### src/rtl/irqv_pkg.sv
package irqv_pkg;
  localparam int BW = 8;
  localparam int AW = 2 * BW;

  typedef enum logic [2:0] {
    S_IDLE, S_ACK, S_RD_LO, S_RD_HI, S_PUSH_H, S_PUSH_L, S_FIN
  } seq_state_t;

  typedef enum logic [1:0] {
    M_DEV = 2'd0, M_FIX = 2'd1, M_TBL = 2'd2
  } irq_mode_t;

  // single-byte restart opcode: 11 nnn 111
  function automatic logic rst_ok(input logic [BW-1:0] op);
    return (op[7:6] == 2'b11) && (op[2:0] == 3'b111);
  endfunction

  function automatic logic [AW-1:0] rst_target(input logic [BW-1:0] op);
    return {{(AW-6){1'b0}}, op[5:3], 3'b000};
  endfunction

  // table pointer: base byte above, device byte with bit 0 chosen by odd
  function automatic logic [AW-1:0] table_ptr(input logic [BW-1:0] base,
                                               input logic [BW-1:0] lo,
                                               input logic odd);
    return {base, lo[BW-1:1], odd};
  endfunction

  function automatic logic [AW-1:0] stack_slot(input logic [AW-1:0] sp,
                                               input logic [1:0] depth);
    return sp - {{(AW-2){1'b0}}, depth};
  endfunction
endpackage

### src/rtl/irqv_nmi_edge.sv
module irqv_nmi_edge (
  input  logic clk,
  input  logic rst_n,
  input  logic nmi_in,
  input  logic take,
  output logic pend
);
  logic nmi_q;
  logic rise;

  assign rise = nmi_in & ~nmi_q;

  always_ff @(posedge clk) begin
    if (!rst_n) begin
      nmi_q <= 1'b0;
      pend  <= 1'b0;
    end else begin
      nmi_q <= nmi_in;
      if (rise)      pend <= 1'b1;
      else if (take) pend <= 1'b0;
    end
  end
endmodule

### src/rtl/irqv_flags.sv
module irqv_flags
  import irqv_pkg::*;
(
  input  logic          clk,
  input  logic          rst_n,
  input  logic          cmd_ok,
  input  logic          cmd_en,
  input  logic          cmd_dis,
  input  logic          cmd_retn,
  input  logic          cmd_mode_set,
  input  logic [1:0]    cmd_mode,
  input  logic          cmd_vec_set,
  input  logic [BW-1:0] cmd_vec,
  input  logic          insn_done,
  input  logic          take_nmi,
  input  logic          take_irq,
  output logic          ie1,
  output logic          ie2,
  output logic          ei_block,
  output irq_mode_t     mode,
  output logic [BW-1:0] ivec
);
  always_ff @(posedge clk) begin
    if (!rst_n) begin
      ie1      <= 1'b0;
      ie2      <= 1'b0;
      ei_block <= 1'b0;
      mode     <= M_DEV;
      ivec     <= '0;
    end else begin
      if (cmd_ok && cmd_en)        ei_block <= 1'b1;
      else if (insn_done)          ei_block <= 1'b0;

      if (take_nmi) begin
        ie2 <= ie1;
        ie1 <= 1'b0;
      end else if (take_irq) begin
        ie1 <= 1'b0;
        ie2 <= 1'b0;
      end else if (cmd_ok) begin
        if (cmd_en) begin
          ie1 <= 1'b1;
          ie2 <= 1'b1;
        end else if (cmd_dis) begin
          ie1 <= 1'b0;
          ie2 <= 1'b0;
        end else if (cmd_retn) begin
          ie1 <= ie2;
        end
      end

      if (cmd_ok && cmd_mode_set && cmd_mode != 2'd3)
        mode <= irq_mode_t'(cmd_mode);
      if (cmd_ok && cmd_vec_set)
        ivec <= cmd_vec;
    end
  end
endmodule

### src/rtl/irqv_seq.sv
module irqv_seq
  import irqv_pkg::*;
#(
  parameter logic [15:0] NMI_VEC = 16'h0066,
  parameter logic [15:0] FIX_VEC = 16'h0038
) (
  input  logic          clk,
  input  logic          rst_n,
  input  logic          insn_done,
  input  logic          nmi_pend,
  input  logic          irq_req,
  input  logic          ie1,
  input  logic          ei_block,
  input  logic          cmd_en,
  input  irq_mode_t     mode,
  input  logic [BW-1:0] ivec,
  input  logic [BW-1:0] dev_data,
  input  logic [AW-1:0] pc_in,
  input  logic [AW-1:0] sp_in,
  input  logic [BW-1:0] mem_rd_data,
  output logic          take_nmi,
  output logic          take_irq,
  output logic          is_idle,
  output logic          push_hi,
  output logic          push_lo,
  output logic          entry_nmi,
  output logic          ack_o,
  output logic          mem_rd_en,
  output logic [AW-1:0] mem_rd_addr,
  output logic          mem_wr_en,
  output logic [AW-1:0] mem_wr_addr,
  output logic [BW-1:0] mem_wr_data,
  output logic          done_o,
  output logic [AW-1:0] new_pc,
  output logic [AW-1:0] new_sp,
  output logic          err_o
);
  seq_state_t    state;
  logic [AW-1:0] pc_lat;
  logic [AW-1:0] sp_lat;
  logic [AW-1:0] target;
  logic [BW-1:0] vbyte;

  assign is_idle  = (state == S_IDLE);
  assign take_nmi = is_idle && insn_done && nmi_pend;
  assign take_irq = is_idle && insn_done && !nmi_pend && irq_req &&
                    ie1 && !ei_block && !cmd_en;

  assign push_hi     = (state == S_PUSH_H);
  assign push_lo     = (state == S_PUSH_L);
  assign ack_o       = (state == S_ACK);
  assign mem_rd_en   = (state == S_RD_LO) || (state == S_RD_HI);
  assign mem_rd_addr = table_ptr(ivec, vbyte, state == S_RD_HI);
  assign mem_wr_en   = push_hi || push_lo;
  assign mem_wr_addr = stack_slot(sp_lat, push_hi ? 2'd1 : 2'd2);
  assign mem_wr_data = push_hi ? pc_lat[AW-1:BW] : pc_lat[BW-1:0];
  assign done_o      = (state == S_FIN);
  assign new_pc      = target;
  assign new_sp      = stack_slot(sp_lat, 2'd2);

  always_ff @(posedge clk) begin
    if (!rst_n) begin
      state     <= S_IDLE;
      pc_lat    <= '0;
      sp_lat    <= '0;
      target    <= '0;
      vbyte     <= '0;
      entry_nmi <= 1'b0;
      err_o     <= 1'b0;
    end else begin
      err_o <= 1'b0;
      unique case (state)
        S_IDLE: begin
          if (take_nmi) begin
            pc_lat    <= pc_in;
            sp_lat    <= sp_in;
            target    <= NMI_VEC;
            entry_nmi <= 1'b1;
            state     <= S_PUSH_H;
          end else if (take_irq) begin
            pc_lat    <= pc_in;
            sp_lat    <= sp_in;
            entry_nmi <= 1'b0;
            state     <= S_ACK;
          end
        end
        S_ACK: begin
          vbyte <= dev_data;
          case (mode)
            M_DEV: begin
              if (rst_ok(dev_data)) begin
                target <= rst_target(dev_data);
                state  <= S_PUSH_H;
              end else begin
                err_o <= 1'b1;
                state <= S_IDLE;
              end
            end
            M_FIX: begin
              target <= FIX_VEC;
              state  <= S_PUSH_H;
            end
            default: state <= S_RD_LO;
          endcase
        end
        S_RD_LO: begin
          target[BW-1:0] <= mem_rd_data;
          state          <= S_RD_HI;
        end
        S_RD_HI: begin
          target[AW-1:BW] <= mem_rd_data;
          state           <= S_PUSH_H;
        end
        S_PUSH_H: state <= S_PUSH_L;
        S_PUSH_L: state <= S_FIN;
        S_FIN:    state <= S_IDLE;
        default:  state <= S_IDLE;
      endcase
    end
  end
endmodule

### src/rtl/irq_vector_unit.sv
module irq_vector_unit
  import irqv_pkg::*;
#(
  parameter logic [15:0] NMI_VEC = 16'h0066,
  parameter logic [15:0] FIX_VEC = 16'h0038
) (
  input  logic          clk,
  input  logic          rst_n,
  input  logic          nmi_in,
  input  logic          irq_req,
  input  logic          insn_done,
  input  logic          cmd_en,
  input  logic          cmd_dis,
  input  logic          cmd_retn,
  input  logic          cmd_mode_set,
  input  logic [1:0]    cmd_mode,
  input  logic          cmd_vec_set,
  input  logic [7:0]    cmd_vec,
  input  logic [15:0]   pc_in,
  input  logic [15:0]   sp_in,
  input  logic [7:0]    dev_data,
  output logic          ack_o,
  output logic          mem_rd_en,
  output logic [15:0]   mem_rd_addr,
  input  logic [7:0]    mem_rd_data,
  output logic          mem_wr_en,
  output logic [15:0]   mem_wr_addr,
  output logic [7:0]    mem_wr_data,
  output logic          done_o,
  output logic [15:0]   new_pc,
  output logic [15:0]   new_sp,
  output logic          err_o,
  output logic          busy_o,
  output logic          ie_o
);
  // named internal events, visible to the bound checker
  logic      nmi_pend;
  logic      take_nmi;
  logic      take_irq;
  logic      is_idle;
  logic      push_hi;
  logic      push_lo;
  logic      entry_nmi;
  logic      ie1;
  logic      ie2;
  logic      ei_block;
  irq_mode_t mode;
  logic [7:0] ivec;

  irqv_nmi_edge u_nmi (
    .clk(clk), .rst_n(rst_n), .nmi_in(nmi_in), .take(take_nmi), .pend(nmi_pend)
  );

  irqv_flags u_flags (
    .clk(clk), .rst_n(rst_n), .cmd_ok(is_idle),
    .cmd_en(cmd_en), .cmd_dis(cmd_dis), .cmd_retn(cmd_retn),
    .cmd_mode_set(cmd_mode_set), .cmd_mode(cmd_mode),
    .cmd_vec_set(cmd_vec_set), .cmd_vec(cmd_vec),
    .insn_done(insn_done), .take_nmi(take_nmi), .take_irq(take_irq),
    .ie1(ie1), .ie2(ie2), .ei_block(ei_block), .mode(mode), .ivec(ivec)
  );

  irqv_seq #(.NMI_VEC(NMI_VEC), .FIX_VEC(FIX_VEC)) u_seq (
    .clk(clk), .rst_n(rst_n), .insn_done(insn_done), .nmi_pend(nmi_pend),
    .irq_req(irq_req), .ie1(ie1), .ei_block(ei_block), .cmd_en(cmd_en),
    .mode(mode), .ivec(ivec), .dev_data(dev_data), .pc_in(pc_in),
    .sp_in(sp_in), .mem_rd_data(mem_rd_data),
    .take_nmi(take_nmi), .take_irq(take_irq), .is_idle(is_idle),
    .push_hi(push_hi), .push_lo(push_lo), .entry_nmi(entry_nmi),
    .ack_o(ack_o), .mem_rd_en(mem_rd_en), .mem_rd_addr(mem_rd_addr),
    .mem_wr_en(mem_wr_en), .mem_wr_addr(mem_wr_addr),
    .mem_wr_data(mem_wr_data), .done_o(done_o), .new_pc(new_pc),
    .new_sp(new_sp), .err_o(err_o)
  );

  assign busy_o = !is_idle;
  assign ie_o   = ie1;
endmodule

### config.mk
export PLATFORM = sky130hd
export DESIGN_NAME = irq_vector_unit
export DESIGN_NICKNAME = d
export VERILOG_FILES = /design/src/rtl/irqv_pkg.sv /design/src/rtl/irqv_nmi_edge.sv /design/src/rtl/irqv_flags.sv /design/src/rtl/irqv_seq.sv /design/src/rtl/irq_vector_unit.sv
export SDC_FILE = /design/constraint.sdc
export NUM_CORES = 1
export LEC_CHECK = 0
export ABC_AREA = 1
export CAP_MARGIN = 20
export CORE_MARGIN = 4
export CORE_UTILIZATION = 55
export CTS_CLUSTER_DIAMETER = 60
export CTS_CLUSTER_SIZE = 28
export DETAILED_ROUTE_END_ITERATION = 12
export DONT_BUFFER_PORTS = 1
export PLACE_DENSITY = 0.7
export RECOVER_POWER = 100
export SETUP_SLACK_MARGIN = 0.2
export SYNTH_ARGS = -nofsm -noshare
export SYNTH_HDL_FRONTEND = slang
export SYNTH_SLANG_ARGS = --single-unit
### constraint.sdc
create_clock -name clk -period 5 [get_ports clk]
set_input_delay 1.5 -clock clk [delete_from_list [all_inputs] [get_ports clk]]
set_output_delay 1.5 -clock clk [all_outputs]
set_load 0.02 [all_outputs]
# --- Word level (Yosys, flattened, before mapping) ---
# Index checks and enable logic that the tools add are counted.
# Widths: inputs -> output; s select.
totals:
  register_bits: 75
  in_bits: 68
  out_inout_bits: 79
  elab_cells: 97
op_classes:
  addsub: 2
  eq_ne: 14
  muxes: 29
  bitwise: 3
  n_reduce_logical: 35
op_table:
  columns: ["cell", "n"]
  rows:
  - ["$mux 16", 6]
  - ["$pmux 8 s3", 2]
  - ["$pmux 16 s2", 1]
  - ["$pmux 3 s6", 1]
  - ["$sub 16x2->16", 1]
  - ["$sub 16x2->16 const B", 1]
  - ["$mux 1", 13]
  - ["$eq 3x3->1 const B", 4]
  - ["$logic_and 1x1->1", 12]
  - ["$reduce_bool 3->1", 4]
  - ["$mux 3", 3]
  - ["$mux 8", 1]
  - ["$reduce_and 4->1", 2]
  - ["$eq 3x2->1 const B", 2]
  - ["$pmux 3 s2", 1]
  - ["$reduce_and 2->1", 3]
  - ["$reduce_bool 2->1", 3]
  - ["$logic_not 1->1", 4]
  - ["$ne 2x2->1 const B", 2]
  - ["$reduce_bool 4->1", 1]
  - ["$eq 3x1->1 const B", 1]
  - ["$logic_not 3->1", 1]
  - ["$ne 3x1->1 const B", 1]
  - ["$ne 3x2->1 const B", 1]
  - ["other kinds (10)", 12]

# --- Depth between registers and ports, before layout ---
logic_depth:
  depth_word: 10
  mapped_depth: 15
  ltp_nobuf: 13

# --- By module ---
# Synthesis repeated with hierarchy kept, for this count alone.
unflattened:
  hier_cells: 591
  hier_area_um2: 4043.9
modules_own_cells:
  columns: ["module", "n_inst", "cells_per_inst", "area_per_inst_um2"]
  rows:
  - ["irqv_seq", 1, 504, 3382.0]
  - ["irqv_flags", 1, 77, 589.3]
  - ["irqv_nmi_edge", 1, 9, 68.8]
  - ["irq_vector_unit", 1, 1, 3.8]

# --- Least setup slack after synthesis ---
# No wires, ideal clock.
synth_timing:
  path_type: "flip-flop to output port"
  from: "reg u_seq.state[1]"
  to: "out mem_wr_addr[14]"
  arrival_ns: 2.066
  t_required_ns: 3.500
  setup_slack_ns: 1.434
  stages_incl_launch_ff: 16
  n_path_buf: 2
  path_cell_list: "dfxtp_1 inv_1 nand2_1 nor2_1 buf_4 inv_2 buf_2 nand2_1 nand2_1 inv_1 ha_1 inv_1 nand2_1 nor2_1 nand2_1 xor2_1"
synth_between:
  elab_chain_cells: 3
synth_lines:
  columns: ["item", "line_no", "text"]
  rows:
  - ["start: declaration", "irqv_seq.sv:38", "seq_state_t state;"]
  - ["start signal: assignment", "irqv_seq.sv:63", "state <= S_IDLE;"]
  - ["start signal: assignment", "irqv_seq.sv:79", "state <= S_PUSH_H;"]
  - ["start signal: assignment", "irqv_seq.sv:84", "state <= S_ACK;"]
  - ["$eq 3x3->1", "irqv_seq.sv:49", "assign push_hi = (state == S_PUSH_H);"]
  - ["$mux 2", "irqv_seq.sv:55", "assign mem_wr_addr = stack_slot(sp_lat, push_hi ? 2'd1 : 2'd2);"]
  - ["$sub 16x2->16", "irqv_pkg.sv:31", "return sp - {{(AW-2){1'b0}}, depth};"]
  - ["end: declaration", "irq_vector_unit.sv:27", "output logic [15:0] mem_wr_addr,"]
# No other way between the ends.

# --- Worst setup path after layout ---
layout_timing:
  from: "reg u_seq.state[2]"
  to: "out mem_wr_addr[14]"
# The elaborated chain is that of the path after synthesis.

==> results.cfg <==
[power]
p_per_area_nw_per_um2 = 539
power.leakage_nw = 1.78
total_power_mw = 2.16
ir_drop_uv = 264

[worst_setup_path]
arrival_ns = 2.72
critical-path-top-delay-family = simple AND/OR/NAND/NOR gates
critPathMaxStageDelay_ns = 0.47
path_class = reg -> out
cp_common_cell = nand2_1
worstSetupEndpointType = output port
start_kind = register
crit_fanout = 12
path_buf_inv = 3
cp.required_ns = 3.50
cp_cell_sequence = nand2_1 > nor2_1 > buf_4 > inv_1 > or2_0 > ha_1 > inv_1 > nand2_1 > nor2_1 > nand2_1 > xor2_1
cp_slowest_cell = dfxtp_1

[clock_network]
htreeDepth = 3
clockRootBuffer = clkbuf_8
cts_buffer_depth = 2
cts_resized = 0
worst_skew_pair.late_latency_ns = 0.34
holdBufCountCts = 0
cts.clk_slew.worst_paths_ns = 0.07
cts_setup_buffers = 0
tritoncts = built
clock-sinks = 74
cts_buffers = 9

[yosys]
ys_seq_area_share_pct = 38.4
syn_avg_cell_area_um2 = 6.80
syn_nets = 637
synth.distinct_cells = 34
syn_inst = 567
ys_ff_latch = 74
netlist_area_um2 = 3860
yosysWarnings = 0

[finish]
final_util_pct = 58.9
synthToLayoutAreaGrowth_pct = 3.70
final_common_cell = nand2_1
mostFrequentLayoutCells = nand2_1 (161), nor2_1 (96), dfxtp_1 (74), nand3_1 (52), a21oi_1 (44)
fin_cells = 656
fin_nets = 626
finalInstanceArea_um2 = 4000
drive_gt1_share_pct = 4.82
antenna_cells = 0

[sta]
slew_headroom_pct = -43.1
worst_pin_slew_ns = 2.15
setup_viol = 0
hold_violations = 0
finClkSkew_ns = 0.0106
fin_crit_ns = 4.22
fin_hold_ws_ns = 0.422
max_freq_mhz = 237
fin_ws_ns = 0.777
fin_tns_setup_ns = 0
final_max_slew_viol_count = 47
period_share_pct = 84.5
rsz0062_at_grt = false

[detailed_routing]
ant_nets = 0
wl_per_cell_um = 14.9
drt-vias-per-instance = 5.36
drcViolationCount = 0
drtPass1Iterations = 4
dr_wl_met2_mm = 4.70
dr_wl_met3_um = 836
drt_iter0_markers = 111
dr_total_vias = 3515
wirelength_mm = 9.76
top_layer_used = met4
wl_met1_mm = 4.02

[place]
dp.cells = 641
placed_area_um2 = 3840
gp_congestion = 0.892
preCtsSetupSlack_ns = 1.17
port-buffer-count = 0
hpwl_mm = 7.13

[floorplan]
row_count = 30
dieArea_um2 = 8420
io_pins = 147
die_w_um = 91.7
coreArea_um2 = 6790
start_util_pct = 56.8
fp.dieH_um = 91.7

[run_status]
outcome = finished, violations left
violations = max-capacitance violations, max-slew violations

[global_route]
grt.overflow.total = 0
gr-usage-all-layers_pct = 23.1
grt_pass1_vias = 3316
grt_start_max_net_pins = 47
grt_pass1_wl_mm = 15.8
antenna_found_initial = 0

[min_path]
holdCritPathClass = reg -> reg

[job]
cap_violations = 1
## sequential cells by signal, indices dropped and copies added, names as in the netlist, 2 cells and up
register      count
u_flags.ivec      8
u_flags.mode      2
u_seq.new_pc     16
u_seq.pc_lat     16
u_seq.sp_lat     16
u_seq.state       3
u_seq.vbyte       7
## synthesized netlist by cell type
| master | number | area, um^2 |
|---|---|---|
| nand2_1 | 156 | 586 |
| nor2_1 | 92 | 345 |
| dfxtp_1 | 74 | 1480 |
| nand3_1 | 51 | 255 |
| a21oi_1 | 44 | 220 |
| inv_1 | 37 | 139 |
| xor2_1 | 22 | 193 |
| o21ai_0 | 14 | 70.1 |
| buf_4 | 7 | 52.6 |
| clkbuf_1 | 7 | 26.3 |
| buf_2 | 6 | 30.0 |
| nand2_2 | 6 | 37.5 |
| nand3b_1 | 6 | 45.0 |
| nor3_1 | 5 | 25.0 |
| inv_2 | 4 | 15.0 |
| nand2_4 | 4 | 45.0 |
| nor2_4 | 4 | 45.0 |
| buf_6 | 3 | 33.8 |
| nand4_1 | 3 | 18.8 |
| nor2_2 | 3 | 18.8 |
| o21bai_1 | 3 | 22.5 |
| a211oi_1 | 2 | 15.0 |
| a31oi_1 | 2 | 12.5 |
| ha_1 | 2 | 25.0 |
| clkbuf_2 | 1 | 5.00 |
| nand3_2 | 1 | 10.0 |
| nor2_8 | 1 | 20.0 |
| nor3_2 | 1 | 10.0 |
| nor3_4 | 1 | 16.3 |
| o211a_1 | 1 | 10.0 |
| o21ai_1 | 1 | 5.00 |
| o21ai_2 | 1 | 8.76 |
| o32ai_1 | 1 | 8.76 |
| or2_1 | 1 | 6.26 |
## power by group
part | internal [mW] | total, mW | switching (mW) | leakage, nW
combinational | 0.206 | 0.752 | 0.546 | 1.06
clock | 0.329 | 0.548 | 0.219 | 0.116
sequential | 0.691 | 0.857 | 0.165 | 0.605
total | 1.23 | 2.16 | 0.929 | 1.78
## cell type report
type / count / area [um^2]
clock buffers: 10 / 128
repair buffers: 2 / 11.3
multi-input cells: 428 / 2000
fillers: 712 / 2790
flip-flops and latches: 74 / 1480
inverters: 41 / 154
clock inverters: 5 / 104
well taps: 96 / 120
## worst register-to-register path: stages (launching register included)
cell,delay [ns]
dfxtp_1,0.46
inv_1,0.19
nand2_4,0.17
nor2_1,0.11
nand2_1,0.93
nand2_1,1.06
nand2_1,0.29
a21oi_1,0.09
## path summary, 6_finish.rpt
check	startpoint	to	slack, ns	cells past startpoint
setup / recovery	u_seq.state[2]	mem_wr_addr[14]	0.78	11
setup reg to reg	u_seq.state[0]	u_seq.sp_lat[12]	1.49	7
hold / removal	u_nmi.nmi_q	u_nmi.pend	0.42	1
hold reg to reg	u_nmi.nmi_q	u_nmi.pend	0.42	1
## kinds of logic (layout without fill, tap and decap cells)
kind of cell / Yosys count / after routing / synth area share, %
simple gates: 335 / 335 / 38.5
buf+inv: 65 / 58 / 7.82
xor+xnor: 22 / 22 / 5.00
compound gates: 69 / 69 / 9.67
fa+ha+maj: 2 / 2 / 0.649
flops: 74 / 74 / 38.4
## per-layer routing
metal | track usage (%) | vias to the layer above
li1 | - | 1778
met3 | 7.05 | 24
met2 | 38.9 | 139
met5 | 0 | -
met4 | 9.78 | 0
met1 | 27.4 | 1574
Power figures use the tool's default switching activity.
